==> src/rtl/ir_tx_pkg.sv <==
package ir_tx_pkg;

    localparam int CAR_W = 8;
    localparam int MOD_W = 16;
    localparam int DIV_W = 2;
    localparam int PRE_W = (1 << DIV_W) - 1;

    typedef struct packed {
        logic [CAR_W-1:0] hi;
        logic [CAR_W-1:0] lo;
        logic [MOD_W-1:0] mtime;
        logic [DIV_W-1:0] div;
        logic             step_ir;
        logic             data;
        logic             pol;
    } ir_cfg_t;

    typedef enum logic {
        PH_LOW  = 1'b0,
        PH_HIGH = 1'b1
    } car_phase_e;

    // Low 'd' bits set: tick fires when all of them are ones.
    function automatic logic [PRE_W-1:0] pre_mask(input logic [DIV_W-1:0] d);
        logic [PRE_W-1:0] m;
        for (int i = 0; i < PRE_W; i++) begin
            m[i] = (i < int'(d));
        end
        return m;
    endfunction

endpackage

==> src/rtl/ir_prescaler.sv <==
module ir_prescaler
    import ir_tx_pkg::*;
(
    input  logic             clk,
    input  logic             rst,
    input  logic             run,
    input  logic             clr,
    input  logic [DIV_W-1:0] div,
    output logic             tick
);

    logic [PRE_W-1:0] cnt;
    logic [PRE_W-1:0] mask;

    assign mask = pre_mask(div);
    assign tick = run && ((cnt & mask) == mask);

    always_ff @(posedge clk) begin
        if (rst || clr) begin
            cnt <= '0;
        end else begin
            cnt <= cnt + 1'b1;
        end
    end

    // with a divider above 1, two ticks never land on neighbouring cycles
    a_r1_tick_gap: assert property (@(posedge clk) disable iff (rst)
        (tick && mask != '0 && !clr) |=> !tick);

endmodule

==> src/rtl/ir_carrier.sv <==
module ir_carrier
    import ir_tx_pkg::*;
(
    input  logic             clk,
    input  logic             rst,
    input  logic             clr,
    input  logic             tick,
    input  logic [CAR_W-1:0] hi,
    input  logic [CAR_W-1:0] lo,
    output logic             car_high,
    output logic             cyc_end
);

    car_phase_e       phase;
    logic [CAR_W-1:0] cnt;
    logic [CAR_W-1:0] limit;
    logic             at_lim;

    assign limit    = (phase == PH_HIGH) ? hi : lo;
    assign at_lim   = (cnt == limit);
    assign car_high = (phase == PH_HIGH);
    assign cyc_end  = tick && (phase == PH_LOW) && at_lim;

    always_ff @(posedge clk) begin
        if (rst || clr) begin
            phase <= PH_HIGH;
            cnt   <= '0;
        end else if (tick) begin
            if (at_lim) begin
                phase <= (phase == PH_HIGH) ? PH_LOW : PH_HIGH;
                cnt   <= '0;
            end else begin
                cnt <= cnt + 1'b1;
            end
        end
    end

    // the phase counter never passes the length of the current phase
    a_r2_cnt_in_range: assert property (@(posedge clk) disable iff (rst)
        cnt <= limit);

    // a tick at the end of a phase swaps the phase
    a_r2_phase_swap: assert property (@(posedge clk) disable iff (rst)
        (tick && at_lim && !clr) |=> (phase != $past(phase)));

endmodule

==> src/rtl/ir_modulator.sv <==
module ir_modulator
    import ir_tx_pkg::*;
(
    input  logic             clk,
    input  logic             rst,
    input  logic             active,
    input  ir_cfg_t          cfg_in,
    input  logic             tick,
    input  logic             cyc_end,
    output ir_cfg_t          cfg_q,
    output logic             running,
    output logic             done,
    output logic             start
);

    logic [MOD_W-1:0] mcnt;
    logic             step;

    assign step  = cfg_q.step_ir ? tick : cyc_end;
    assign done  = active && running && step && (mcnt == '0);
    assign start = active && (!running || done);

    always_ff @(posedge clk) begin
        if (rst) begin
            running <= 1'b0;
            mcnt    <= '0;
            cfg_q   <= '0;
        end else if (!active) begin
            running <= 1'b0;
        end else if (start) begin
            running <= 1'b1;
            cfg_q   <= cfg_in;
            mcnt    <= cfg_in.mtime;
        end else if (step) begin
            mcnt <= mcnt - 1'b1;
        end
    end

    // captured settings stay put for the whole interval
    a_r5_cfg_hold: assert property (@(posedge clk) disable iff (rst)
        (running && !start) |=> $stable(cfg_q));

    // an interval end reloads the counter with the newly captured length
    a_r3_reload: assert property (@(posedge clk) disable iff (rst)
        done |=> (!running || mcnt == cfg_q.mtime));

    // the counter stays within the captured interval length
    a_r4_cnt_bound: assert property (@(posedge clk) disable iff (rst)
        running |-> (mcnt <= cfg_q.mtime));

endmodule

==> src/rtl/ir_tx_engine.sv <==
module ir_tx_engine
    import ir_tx_pkg::*;
(
    input  logic             clk,
    input  logic             rst,
    input  logic             en_i,
    input  logic             tx_mode_i,
    input  logic [DIV_W-1:0] div_sel_i,
    input  logic [CAR_W-1:0] car_hi_i,
    input  logic [CAR_W-1:0] car_lo_i,
    input  logic [MOD_W-1:0] mod_time_i,
    input  logic             data_i,
    input  logic             pol_i,
    input  logic             step_ir_i,
    input  logic             irq_en_i,
    input  logic             sw_level_i,
    input  logic             sw_oe_i,
    output logic             tx_o,
    output logic             tx_oe_o,
    output logic             done_o,
    output logic             irq_o
);

    logic    active;
    ir_cfg_t cfg_in;
    ir_cfg_t cfg_q;
    logic    running;
    logic    done;
    logic    start;
    logic    tick;
    logic    car_high;
    logic    cyc_end;
    logic    restart;

    assign active = en_i && tx_mode_i;

    always_comb begin
        cfg_in.hi      = car_hi_i;
        cfg_in.lo      = car_lo_i;
        cfg_in.mtime   = mod_time_i;
        cfg_in.div     = div_sel_i;
        cfg_in.step_ir = step_ir_i;
        cfg_in.data    = data_i;
        cfg_in.pol     = pol_i;
    end

    assign restart = start || !running;

    ir_modulator u_mod (
        .clk     (clk),
        .rst     (rst),
        .active  (active),
        .cfg_in  (cfg_in),
        .tick    (tick),
        .cyc_end (cyc_end),
        .cfg_q   (cfg_q),
        .running (running),
        .done    (done),
        .start   (start)
    );

    ir_prescaler u_pre (
        .clk  (clk),
        .rst  (rst),
        .run  (running),
        .clr  (restart),
        .div  (cfg_q.div),
        .tick (tick)
    );

    ir_carrier u_car (
        .clk      (clk),
        .rst      (rst),
        .clr      (restart),
        .tick     (tick),
        .hi       (cfg_q.hi),
        .lo       (cfg_q.lo),
        .car_high (car_high),
        .cyc_end  (cyc_end)
    );

    always_comb begin
        if (!en_i) begin
            tx_o    = sw_level_i;
            tx_oe_o = sw_oe_i;
        end else begin
            tx_oe_o = 1'b1;
            if (running) begin
                tx_o = cfg_q.pol ^ (cfg_q.data & car_high);
            end else begin
                tx_o = pol_i;
            end
        end
    end

    assign done_o = done;
    assign irq_o  = done && irq_en_i;

    // enabled but not transmitting never ends an interval
    a_r9_mode_off_quiet: assert property (@(posedge clk) disable iff (rst)
        (en_i && !tx_mode_i) |-> (!done_o && tx_oe_o));

    // with the interrupt masked no interrupt leaves the block
    a_r8_irq_masked: assert property (@(posedge clk) disable iff (rst)
        !irq_en_i |-> !irq_o);

    // data=0 keeps the pin at the captured idle level while running
    a_r6_idle_hold: assert property (@(posedge clk) disable iff (rst)
        (en_i && running && !cfg_q.data) |-> (tx_o == cfg_q.pol));

endmodule

==> config.mk <==
export PLATFORM = sky130hd
export DESIGN_NAME = ir_tx_engine
export DESIGN_NICKNAME = d
export VERILOG_FILES = /design/src/rtl/ir_tx_pkg.sv /design/src/rtl/ir_prescaler.sv /design/src/rtl/ir_carrier.sv /design/src/rtl/ir_modulator.sv /design/src/rtl/ir_tx_engine.sv
export SDC_FILE = /design/constraint.sdc
export NUM_CORES = 1
export LEC_CHECK = 0
export BUFFER_PORTS_ARGS = -buffer_cell sky130_fd_sc_hd__buf_4
export CORE_ASPECT_RATIO = 1.4
export CORE_MARGIN = 1.5
export CORE_UTILIZATION = 62
export CTS_CLUSTER_DIAMETER = 200
export DETAILED_ROUTE_END_ITERATION = 10
export PLACE_DENSITY = 0.9
export SLEW_MARGIN = 20
export SYNTH_ARGS = -nofsm -noshare
export SYNTH_HDL_FRONTEND = slang
export SYNTH_HIERARCHICAL = 1
export SYNTH_SLANG_ARGS = --single-unit
==> constraint.sdc <==
create_clock -name clk -period 6.8 [get_ports clk]
set_input_delay 1.7 -clock clk [delete_from_list [all_inputs] [get_ports clk]]
set_output_delay 1.7 -clock clk [all_outputs]
set_load 0.05 [all_outputs]
==> After elaboration in Yosys (flattened, before gate mapping) <==
Cells that the tools add are included.
{ "totals": {"register_bits": 50, "latchBits": 0, "ram_bits": 0, "mem_bits_ro": 0, "in_bits": 44, "out_inout_bits": 4, "word_cells": 52, "memories": 0} }
{ "op_classes": {"addsub": 3, "n_mul": 0, "n_div": 0, "n_lt_le_gt_ge": 3, "n_eq_ne": 2, "shift": 0, "muxes": 9, "bitwise": 5, "n_reduce_logical": 19} }
{ "ops": {"columns": ["operator", "count"], "rows": [
  ["$mux W16", 2],
  ["$logic_not A16 Y1", 1],
  ["$mux W8", 2],
  ["$sub A16 B1 Y16 const B", 1],
  ["$logic_and A1 B1 Y1", 9],
  ["$add A8 B1 Y8 const B", 1],
  ["$eq A8 B8 Y1", 1],
  ["$reduce_and A2 Y1", 3],
  ["$mux W1", 5],
  ["$lt A1 B2 Y1 const A", 2],
  ["$add A3 B1 Y3 const B", 1],
  ["$and A3 B3 Y3", 1],
  ["$eq A3 B3 Y1", 1],
  ["$logic_or A1 B1 Y1", 3],
  ["$lt A2 B2 Y1 const A", 1],
  ["$not A1 Y1", 2],
  ["$reduce_bool A2 Y1", 1],
  ["$reduce_or A2 Y1", 1],
  ["$and A1 B1 Y1", 1],
  ["$logic_not A1 Y1", 1],
  ["$xor A1 B1 Y1", 1]
]} }

==> Longest topological paths before layout <==
Gate-level depths: netlist of the first run.
{ "logic_depth": {"ltp_word": 13, "ltp_mapped": 18, "mapped_depth_nobuf": 15} }

==> Modules after synthesis <==
Netlist of the first run, hierarchy kept.
{ "modules_own_cells": {"columns": ["mod", "n_inst", "cells_each", "area_per_inst_um2", "seq_area_each_um2"], "rows": [
  ["ir_modulator", 1, 300, 2566.2, 1081.0],
  ["ir_carrier", 1, 62, 580.6, 180.2],
  ["ir_prescaler", 1, 13, 130.1, 60.1],
  ["ir_tx_engine", 1, 11, 63.8, 0.0]
]} }

==> Least setup slack after synthesis of the first run <==
Ideal clock, no wire load.
{ "synth_path": {"path_kind": "input port to output port", "from": "in en_i", "to": "out irq_o", "t_arrival_ns": 3.715, "required_time_ns": 5.100, "slack_ns": 1.385, "cell_stages": 4, "n_path_buf": 0, "path_cell_list": "and2_2 -> nand3_2 -> nor3_1 -> and2_1"} }
{ "synth_via": {"elab_chain_cells": 5} }
{ "synth_rtl": {"columns": ["element", "line_no", "source"], "rows": [
  ["start: declaration", "ir_tx_engine.sv:6", "input logic en_i,"],
  ["$logic_and A1 B1 Y1", "ir_tx_engine.sv:35", "assign active = en_i && tx_mode_i;"],
  ["$logic_and A1 B1 Y1 (3 in a row)", "ir_modulator.sv:20", "assign done = active && running && step && (mcnt == '0);"],
  ["via done_o", "ir_tx_engine.sv:20", "output logic done_o,"],
  ["$logic_and A1 B1 Y1", "ir_tx_engine.sv:97", "assign irq_o = done && irq_en_i;"],
  ["end: declaration", "ir_tx_engine.sv:21", "output logic irq_o"]
]} }
The timed path passes the listed nets, and every way through them passes these cells.

==> Worst setup path after layout of the first run <==
{ "layout_path": {"from": "reg u_mod/cfg_q[4] (netlist name)", "to": "out irq_o"} }
{ "layout_via": {"elab_chain_cells": 10, "word_cells_on_any_way": 12, "classes_between": "order compare (3); eq/ne (1); mux (1); bitwise (1); reduce/logical (6)"} }
{ "layout_rtl": {"columns": ["element", "line_no", "source"], "rows": [
  ["$lt A1 B2 Y1 / $lt A2 B2 Y1 (equally long branches)", "ir_tx_pkg.sv:27", "m[i] = (i < int'(d));"],
  ["$and A3 B3 Y3", "ir_prescaler.sv:16", "assign tick = run && ((cnt & mask) == mask);"],
  ["$eq A3 B3 Y1 (*)", "ir_prescaler.sv:16", null],
  ["$logic_and A1 B1 Y1 (*)", "ir_prescaler.sv:16", null],
  ["via tick", "ir_tx_engine.sv:30", "logic tick;"],
  ["$logic_and A1 B1 Y1 (*) (2 in a row)", "ir_carrier.sv:22", "assign cyc_end = tick && (phase == PH_LOW) && at_lim;"],
  ["via cyc_end", "ir_tx_engine.sv:32", "logic cyc_end;"],
  ["$mux W1 (*)", "ir_modulator.sv:19", "assign step = cfg_q.step_ir ? tick : cyc_end;"],
  ["$logic_and A1 B1 Y1 (*) (2 in a row)", "ir_modulator.sv:20", null],
  ["$logic_and A1 B1 Y1 (*)", "ir_tx_engine.sv:97", null]
]} }
Mark *: on every way through the listed nets, which the timed path passes. The rest lies on a longest branch.

==> results.md, run 1 <==
| Result | This run | Unit |
|---|---|---|
| Outcome | complete, no violations | - |
| Cell row count | 28 | - |
| Starting density of the core | 0.6542 | - |
| VDD IR max | 0.1441 | mV |
| Antenna violations before repair | 0 | - |
| Final-report max-slew violation count | 0 | - |
| Total negative slack | 0 | ps |
| CP delay by family, top | simple AND/OR/NAND/NOR gates | - |
| Vias after detailed routing | 2464 | - |
| Overall routing resource usage | 0.2745 | - |
| Crit start category | flip-flop | - |
| Clk root buf | sky130_fd_sc_hd__clkbuf_8 | - |
| # DRC | 0 | - |
| Number of DRC violations after detailed-routing iteration 0 | 136 | - |
| Total non-filler cell area in the finished layout | 0.003184 | mm^2 |
| Leakage power figure | 1.230 | nW |
| Post-detailed-route count of antenna-violating nets | 0 | - |
| Critical path class | reg2out | - |
| Switching part of the total | 0.2933 | - |
| Average via count per standard cell | 5.867 | - |
| PnR Total Power | 628.2 | uW |
| Largest stage delay on the critical path | 620 | ps |
| Vias in the first global route | 2434 | - |
| Cell area after technology mapping | 0.002819 | mm^2 |
| Worst-skew pair later-pin latency | 300 | ps |
| Instance area after placement | 0.003102 | mm^2 |
| Hold Buf Count CTS | 0 | - |
| TritonCTS clock tree | built | - |
| Worst Setup End Kind | output port | - |
| Timing-limited maximum frequency | 206.3 | MHz |
| Clock Power Share | 0.270 | - |
| Hold Path Class | reg2reg | - |
| # H-tree levels | 2 | - |
| Post-synthesis cell count | 327 | - |
| Nets in the synthesized netlist | 375 | - |
| Int Power | 443.9 | uW |
| Slew at the pin with the worst max-slew slack | 691.7 | ps |
| Remaining max-slew budget at the tightest pin | 0.5346 | - |
| Wire length of the first global-routing pass | 10450 | um |
| Core region area | 0.004309 | mm^2 |
| Crit path arrival time | 3150 | ps |
| Worst hold slack | 466.1 | ps |
| Crit path time final | 4847 | ps |
| Floorplan die area | 0.004966 | mm^2 |
| Portion of total power attributed to sequential cells | 0.516 | - |
| Number of hold violations in the final report | 0 | - |
| Port Buf Inserts | 47 | - |
| Pwr/cell area | 197.3 | mW/mm^2 |
| Sink count of the clock tree | 50 | - |
| Worst reg2reg path depth | 15 | - |
| Post-cts sizing count | 0 | - |
| Fin nets | 409 | - |
| Maximum number of pins on one net before global-route repair | 42 | - |
| Avg Cell Area, Syn | 8.621 | um^2 |
| Worst path buffer plus inverter count | 2 | - |
| Total half-perimeter wirelength after legalization and detailed placement | 4477 | um |
| Clock tree buffer depth | 2 | - |
| Setup Fix Bufs, Post-CTS | 0 | - |
| Mean routed wirelength per cell | 15.00 | um |
| Share of the core filled with cells in the final layout | 0.7390 | - |
| Path length in cells of the critical path | 12 | - |
| Detailed-route wire length | 6301 | um |
| Maximum fanout along the worst path | 9 | - |
| Slowest stage cell, crit path | sky130_fd_sc_hd__a221oi_2 | - |
| CTS buffer count | 5 | - |
| Final clock skew | 6.559 | ps |
| Combinational group share of total power | 0.214 | - |
| Ant. Diodes | 0 | - |
| Warning count from the yosys run | 6 | - |
| Hold path cells | 2 | - |
| Period utilization | 0.7129 | - |
| Setup repair after global routing missed its margin | false | - |
| Area growth syn-to-layout | 12.96 | % |
| Max-capacitance violation count | 0 | - |
| Register clock-pin slew on the reported worst setup and hold paths | 80 | ps |
| Number of top-level design ports | 48 | - |
| Proportion of layout cells with a drive suffix above 1 | 0.2889 | - |
| Detailed-router iteration count before antenna repair | 5 | - |
| Final number of setup-violating endpoints | 0 | - |
| Height of the die | 82.79 | um |
| Data required, critical path | 5100 | ps |
| Net load switching power | 184.3 | uW |
| Die width | 59.99 | um |
| Cell-by-cell trace of the critical path | inv_1 > o21ai_0 > a221oi_2 > nand2_1 > mux2i_1 > nand4_2 > nor3_2 > mux2_2 > nand3_2 > nor3_1 > and2_1 > buf_4 | - |
| Aggregate global routing overflow | 0 | - |
| Routability-driven placement congestion ratio | 0.8903 | - |
-- per-layer routing --
metal,vias up,GRT usage,wire [um]
met5,-,0,0
met3,14,0.03876,181
met2,57,0.5196,3597
met4,0,0.1089,119
met1,1170,0.2977,2403
li1,1223,-,-
-- cell type report --
cell class / count / area [um^2]
sequential: 50 / 1001
timing repair buffer: 48 / 360.3
multi-input combinational: 247 / 1627
inverter: 9 / 38.79
fill: 349 / 1125
tap: 60 / 75.07
clock buffer: 6 / 82.58
-- power groups by stage --
stage               Clock, mW  Sequential [mW]  Combinational, mW
floorplan                   0            0.326             0.0991
global placement            0            0.329              0.129
detailed placement          0            0.330              0.133
CTS                     0.174            0.323              0.134
global route            0.182            0.326              0.148
finish                  0.170            0.324              0.135
-- layout by cell type (no fill, tap or decap), drive strengths merged, types with 9 or more instances in the layout --
cell type,count
a21oi,27
buf,48
dfxtp,50
inv,9
mux2i,11
nand2,65
nand3,9
nor2,18
nor3,19
o21ai,10
xor2,12
-- sequential cells by signal (all words and copies together), names as in the netlist --
signal	flops
u_mod/cfg_q	21
u_mod/running	1
u_pre/cnt	3
u_mod/mcnt	16
u_car/cnt	8
u_car/car_high	1
-- worst min-delay path, delay by kind of cell (launching register included) --
kind,cells,cell delay [ps]
flops,1,320
simple gates,1,50
compound gates,1,50
-- path summary, 6_finish.rpt --
path,from,end,slack (ps)
hold reg to reg,u_mod/cfg_q[2],u_mod/cfg_q[2],470
setup reg to reg,u_mod/cfg_q[4],u_car/cnt[3],2940
setup / recovery,u_mod/cfg_q[4],irq_o,1950
hold / removal,u_mod/cfg_q[2],u_mod/cfg_q[2],470
-- stage by stage --
stage / instances / worst slack, ps
floorplan: 327 / 1385
global placement: 414 / 2321
detailed placement: 414 / 2303
CTS: 420 / 1964
global route: 420 / 1711
finish: 420 / 1953
Note: power is estimated with default switching activity, not from simulation.
==> inputs of run 2 (changes only) <==
Settings changed: CORE_UTILIZATION 62 to 58, PLACE_DENSITY 0.9 to 0.86.
Clock period 6.8 ns to 4.8 ns, I/O delays scaled along.
==> run 2 against run 1 <==
  * Cell area rose by 0.71%
  * Via count fell by 0.73%
  * Die area rose by 6.6%
  * Sequential power rose by 42%
  * Clock power rose by 48%
  * Total power rose by 43%
  * Global-route usage fell by 1.2 points
  * Clock skew rose by 0.62 ps
  * Worst hold slack improved by 0.64 ps
  * Critical path depth fell by 3
  * Critical endpoint unchanged
  * Largest cell class unchanged
  * Largest power group unchanged
==> results.md, run 2 (synthesis results as in run 1) <==
| Result | This run | Unit | Change |
|---|---|---|---|
| Cell row count | 29 | - | +3.6% |
| Footprint of the multi-input gates | 0.001627 | mm^2 | unchanged |
| Slew at the pin with the worst max-slew slack | 736.8 | ps | +45.05 ps |
| Hold Buf Count CTS | 0 | - | unchanged |
| Number of DRC violations after detailed-routing iteration 0 | 84 | - | -38% |
| Data required, critical path | 3600 | ps | -1500 ps |
| Critical path class | reg2out | - |  |
| Period utilization | 0.8613 | - |  |
| Number of top-level design ports | 48 | - | unchanged |
| Hold path startpoint | u_mod/cfg_q[22] | - |  |
| CTS buffer count | 5 | - | unchanged |
| Clk root buf | sky130_fd_sc_hd__clkbuf_8 | - |  |
| Most frequent standard cell in the layout excluding fill and tap cells | sky130_fd_sc_hd__dfxtp_1 | - |  |
| Total negative slack | 0 | ps | unchanged |
| Floorplan die area | 0.005294 | mm^2 | +6.6% |
| Average via count per standard cell | 5.755 | - | -1.9% |
| Aggregate global routing overflow | 0 | - | unchanged |
| # H-tree levels | 2 | - | unchanged |
| Worst setup path start | u_car/car_high | - |  |
| Cell Count Post-Placement | 417 | - | +0.72% |
| Instance area after placement | 0.003112 | mm^2 | +0.32% |
| Hold Path Class | reg2reg | - |  |
| Total half-perimeter wirelength after legalization and detailed placement | 4426 | um | -1.1% |
| Detailed-router iteration count before antenna repair | 4 | - | -1 |
| Outcome | complete, no violations | - |  |
| Number of hold violations in the final report | 0 | - | unchanged |
| Cell-by-cell trace of the critical path | mux2i_1 > xor2_1 > nand4_2 > nor3_2 > mux2_2 > nand3_2 > nor3_1 > and2_1 > buf_4 | - |  |
| Die width | 61.92 | um | +3.2% |
| Finished Layout Cells | 425 | - | +1.2% |
| Worst path setup slack after routing | 666.0 | ps | -1287 ps |
| Wire length of the first global-routing pass | 10670 | um | +2.1% |
| Max-capacitance violation count | 0 | - | unchanged |
| Leakage power figure | 1.239 | nW | +0.76% |
| Worst-skew pair later-pin latency | 300 | ps | about the same |
| Largest stage delay on the critical path | 670 | ps | +50 ps |
| VDD IR max | 0.1730 | mV | +20% |
| Filler instances | 399 | - | +14% |
| Sequential cell area | 0.001001 | mm^2 | unchanged |
| Crit path time final | 4134 | ps |  |
| Post-cts sizing count | 0 | - | unchanged |
| # DRC | 0 | - | unchanged |
| Overall routing resource usage | 0.2628 | - | -0.01168 |
| Pwr/cell area | 281.0 | mW/mm^2 | +42% |
| PnR Total Power | 901.1 | uW | +43% |
| Port Buf Inserts | 47 | - | unchanged |
| Post-detailed-route count of antenna-violating nets | 0 | - | unchanged |
| Register clock-pin slew on the reported worst setup and hold paths | 90 | ps | about the same |
| Remaining max-slew budget at the tightest pin | 0.5043 | - | -0.03031 |
| Timing-limited maximum frequency | 241.9 | MHz |  |
| Top reg by flops | u_mod/cfg_q | - |  |
| Share of the core filled with cells in the final layout | 0.6959 | - | -0.04307 |
| Total non-filler cell area in the finished layout | 0.003207 | mm^2 | +0.71% |
| Biggest regs | u_mod/cfg_q x21, u_mod/mcnt x16, u_car/cnt x8 | - |  |
| Maximum fanout along the worst path | 11 | - | +2 |
| Detailed-route wire length | 6212 | um | -1.4% |
| TritonCTS clock tree | built | - |  |
| Vias in the first global route | 2461 | - | +1.1% |
| Crit start category | flip-flop | - |  |
| Setup Fix Bufs, Post-CTS | 0 | - | unchanged |
| Final-report max-slew violation count | 0 | - | unchanged |
| Crit path arrival time | 2930 | ps | -220 ps |
| Most frequent cells in the layout | sky130_fd_sc_hd__dfxtp_1, sky130_fd_sc_hd__buf_4, sky130_fd_sc_hd__nand2_1 | - |  |
| Startpoint of the worst register-to-register path | u_car/car_high | - |  |
| Final clock skew | 7.175 | ps | +0.6157 ps |
| Setup repair after global routing missed its margin | false | - |  |
| Starting density of the core | 0.6117 | - | -0.04245 |
| Proportion of layout cells with a drive suffix above 1 | 0.2948 | - | +0.005877 |
| Sink count of the clock tree | 50 | - | unchanged |
| Mean routed wirelength per cell | 14.62 | um | -2.6% |
| Vias after detailed routing | 2446 | - | -0.73% |
| Area growth syn-to-layout | 13.76 | % |  |
| Final number of setup-violating endpoints | 0 | - | unchanged |
| Worst Setup End Kind | output port | - |  |
| Flip-flop count of the largest register, all copies and words added | 21 | - | unchanged |
| Clock tree buffer depth | 2 | - | unchanged |
| Setup slack after placement | 1030 | ps | -1273 ps |
| Maximum number of pins on one net before global-route repair | 42 | - | unchanged |
| Height of the die | 85.49 | um | +3.3% |
| Routability-driven placement congestion ratio | 0.9082 | - | +2.0% |
| Core region area | 0.004608 | mm^2 | +6.9% |
| Slowest stage cell, crit path | sky130_fd_sc_hd__dfxtp_1 | - |  |
| Antenna violations before repair | 0 | - | unchanged |
| Ant. Diodes | 0 | - | unchanged |
| Fin nets | 410 | - | +0.24% |
| Worst hold slack | 466.7 | ps | +0.6410 ps |
run 2: path summary, 6_finish.rpt:
check,end,slack [ps],cells after the start
min,u_mod/cfg_q[22],470,2
max reg2reg,u_car/cnt[0],1190,12
min reg2reg,u_mod/cfg_q[22],470,2
max,irq_o,670,9
run 2: routing by layer:
layer | track usage | wire [um] | vias up
li1 | - | - | 1226
met1 | 0.2882 | 2438 | 1154
met2 | 0.4708 | 3423 | 54
met3 | 0.04827 | 191 | 12
met4 | 0.1122 | 158 | 0
met5 | 0 | 0 | -
run 2: worst max-delay path, delay by kind of cell, from the launching register on:
family	cells	cell delay (ps)
xor+xnor	1	190
buf+inv	1	190
flops	1	670
mux	2	530
simple gates	5	1060
run 2: report_power, final:
group	switching (mW)	internal, mW
clock	0.136	0.116
sequential	0.0223	0.436
combinational	0.109	0.0816
run 2: area by class of cell:
cell class | count | share of cell area
tap | 62 | 0.02419
sequential | 50 | 0.3121
inverter | 9 | 0.01210
clock buffer | 6 | 0.02575
timing repair buffer | 49 | 0.1147
multi-input combinational | 247 | 0.5072
clock inverter | 2 | 0.003902
==> inputs of run 3 (changes only) <==
Settings changed: CTS_CLUSTER_SIZE set to 8, RECOVER_POWER set to 50.
==> run 3 against run 2 <==
  * The flow now finishes with violations (max-capacitance violations, max-slew violations)
  * Sequential share of layout area up 0.60 points
  * Critical path depth up 3
  * Clock skew about the same
  * Cell area down 1.9%
  * Non-clock buffer count unchanged
  * Die area unchanged
  * First-iteration DRC count down 20%
  * Global-route usage unchanged
  * Combinational power down 2%
  * Fmax down 3.0%
  * Total power down 0.65%
  * Worst hold slack better by 1.5 ps
  * Critical endpoint unchanged
  * Largest power group unchanged
==> results.md, run 3 (synthesis results as in run 1) <==
| Result | This run | Unit | Change |
|---|---|---|---|
| Worst Setup End Kind | output port | - |  |
| Violations in the final reports | max-capacitance violations, max-slew violations | - |  |
| Vias in the first global route | 2461 | - | unchanged |
| Most frequent cells in the layout | sky130_fd_sc_hd__nand2_1, sky130_fd_sc_hd__dfxtp_1, sky130_fd_sc_hd__buf_4 | - |  |
| Crit path time final | 4262 | ps | +127.7 ps |
| Die width | 61.92 | um | unchanged |
| Slowest stage cell, crit path | sky130_fd_sc_hd__dfxtp_1 | - |  |
| Hold Path Class | reg2reg | - |  |
| Core region area | 0.004608 | mm^2 | unchanged |
| Routability-driven placement congestion ratio | 0.9082 | - | unchanged |
| Top reg by flops | u_mod/cfg_q | - |  |
| Number of DRC violations after detailed-routing iteration 0 | 67 | - | -20% |
| Setup repair after global routing missed its margin | false | - |  |
| Data required, critical path | 3600 | ps | about the same |
| Setup Fix Bufs, Post-CTS | 0 | - | unchanged |
| Worst path buffer plus inverter count | 3 | - | +2 |
| # H-tree levels | 2 | - | unchanged |
| Clock tree buffer depth | 2 | - | unchanged |
| Post-cts sizing count | 0 | - | unchanged |
| Pwr/cell area | 284.5 | mW/mm^2 | +1.2% |
| Register clock-pin slew on the reported worst setup and hold paths | 90 | ps | about the same |
| Maximum fanout along the worst path | 9 | - | -2 |
| # DRC | 0 | - | unchanged |
| Final-report max-slew violation count | 42 | - | +42 |
| VDD IR max | 0.1716 | mV | -0.81% |
| Critical path class | reg2out | - |  |
| Worst-skew pair later-pin latency | 300 | ps | about the same |
| CP delay by family, top | simple AND/OR/NAND/NOR gates | - |  |
| Crit start category | flip-flop | - |  |
| Area growth syn-to-layout | 11.63 | % |  |
| Number of hold violations in the final report | 0 | - | unchanged |
| Remaining max-slew budget at the tightest pin | -0.5255 | - | -1.030 |
| Port Buf Inserts | 47 | - | unchanged |
| Final clock skew | 7.434 | ps | +0.2591 ps |
| Clk root buf | sky130_fd_sc_hd__clkbuf_8 | - |  |
| Aggregate global routing overflow | 0 | - | unchanged |
| Vias after detailed routing | 2445 | - | -0.041% |
| Floorplan die area | 0.005294 | mm^2 | unchanged |
| Most frequent standard cell in the layout excluding fill and tap cells | sky130_fd_sc_hd__nand2_1 | - |  |
| Flip-flop count of the largest register, all copies and words added | 21 | - | unchanged |
| Leakage power figure | 1.213 | nW | -2.1% |
| Overall routing resource usage | 0.2628 | - | unchanged |
| Average via count per standard cell | 5.753 | - | about the same |
| Cell Count Post-Placement | 417 | - | unchanged |
| Proportion of layout cells with a drive suffix above 1 | 0.2424 | - | -0.05234 |
| Detailed-route wire length | 6196 | um | -0.26% |
| Fin nets | 410 | - | unchanged |
| Total half-perimeter wirelength after legalization and detailed placement | 4426 | um | unchanged |
| Crit path arrival time | 3060 | ps | +130 ps |
| Ant. Diodes | 0 | - | unchanged |
| Wire length of the first global-routing pass | 10670 | um | unchanged |
| Total negative slack | 0 | ps | unchanged |
| Outcome | finished with violations | - |  |
| Cell-by-cell trace of the critical path | inv_1 > a221oi_1 > buf_4 > nand2b_1 > mux2i_1 > nand4_1 > nor3_1 > mux2_1 > nand3_2 > nor3_1 > and2_1 > buf_4 | - |  |
| Cell row count | 29 | - | unchanged |
| Antenna violations before repair | 0 | - | unchanged |
| Starting density of the core | 0.6117 | - | unchanged |
| Final number of setup-violating endpoints | 0 | - | unchanged |
| Height of the die | 85.49 | um | unchanged |
| Biggest regs | u_mod/cfg_q x21, u_mod/mcnt x16, u_car/cnt x8 | - |  |
| TritonCTS clock tree | built | - |  |
| Period utilization | 0.8878 | - | +0.02660 |
| Detailed-router iteration count before antenna repair | 4 | - | unchanged |
| Mean routed wirelength per cell | 14.58 | um | -0.26% |
| Max-capacitance violation count | 1 | - | +1 |
| Timing-limited maximum frequency | 234.6 | MHz | -3.0% |
| Finished Layout Cells | 425 | - | unchanged |
| Sink count of the clock tree | 50 | - | unchanged |
| Largest stage delay on the critical path | 470 | ps | -200 ps |
| Maximum number of pins on one net before global-route repair | 42 | - | unchanged |
| Hold Buf Count CTS | 0 | - | unchanged |
| Post-detailed-route count of antenna-violating nets | 0 | - | unchanged |
| Slew at the pin with the worst max-slew slack | 2288 | ps | +1551 ps |
| CTS buffer count | 5 | - | unchanged |
| Number of top-level design ports | 48 | - | unchanged |
==> run 3: layer usage <==
metal | vias to the layer above | part of all wire | GRT usage
met1 | 1144 | 0.39 | 0.2882
met5 | - | 0 | 0
met2 | 55 | 0.55 | 0.4708
met4 | 0 | 0.029 | 0.1122
li1 | 1232 | - | -
met3 | 14 | 0.026 | 0.04827
==> run 3: path summary, 6_finish.rpt <==
kind / start / endpoint / slack (ps) / cells past startpoint
max: u_mod/running / irq_o / 540 / 12
min: u_mod/cfg_q[22] / u_mod/cfg_q[22] / 470 / 2
max reg2reg: u_car/car_high / u_car/cnt[0] / 700 / 12
min reg2reg: u_mod/cfg_q[22] / u_mod/cfg_q[22] / 470 / 2
==> run 3: worst min-delay path: stages (launching register included) <==
cell and delay [ps]:
sky130_fd_sc_hd__dfxtp_1 320, sky130_fd_sc_hd__nand2_1 60, sky130_fd_sc_hd__a21oi_2 50
==> run 3: cell type report <==
| type | instances | area, um^2 |
|---|---|---|
| sequential | 50 | 1001 |
| clock buffer | 6 | 82.58 |
| fill | 414 | 1461 |
| timing repair buffer | 49 | 356.6 |
| multi-input combinational | 247 | 1579 |
| tap | 62 | 77.57 |
| clock inverter | 2 | 12.51 |
| inverter | 9 | 37.54 |
==> run 3: metrics by stage <==
stage / utilization / power, mW / cell area [um^2] / hold WS, ps / setup slack, ps
2_1_floorplan: - / 0.6017 / 2819 / 430.9 / 25.77
3_3_place_gp: 0.6753 / 0.6510 / 3112 / 448.8 / 1117
3_5_place_dp: 0.6753 / 0.6568 / 3112 / 454.7 / 1030
4_1_cts: 0.6959 / 0.9062 / 3207 / 468.0 / 687.3
5_1_grt: 0.6829 / 0.9407 / 3147 / 491.2 / 220.5
6_report: 0.6829 / 0.8953 / 3147 / 468.3 / 538.3
==> run 3: power breakdown <==
group          switching, mW  internal (mW)  leakage, nW
clock                  0.135          0.116       0.0472
sequential            0.0222          0.436        0.408
combinational          0.106         0.0794        0.759
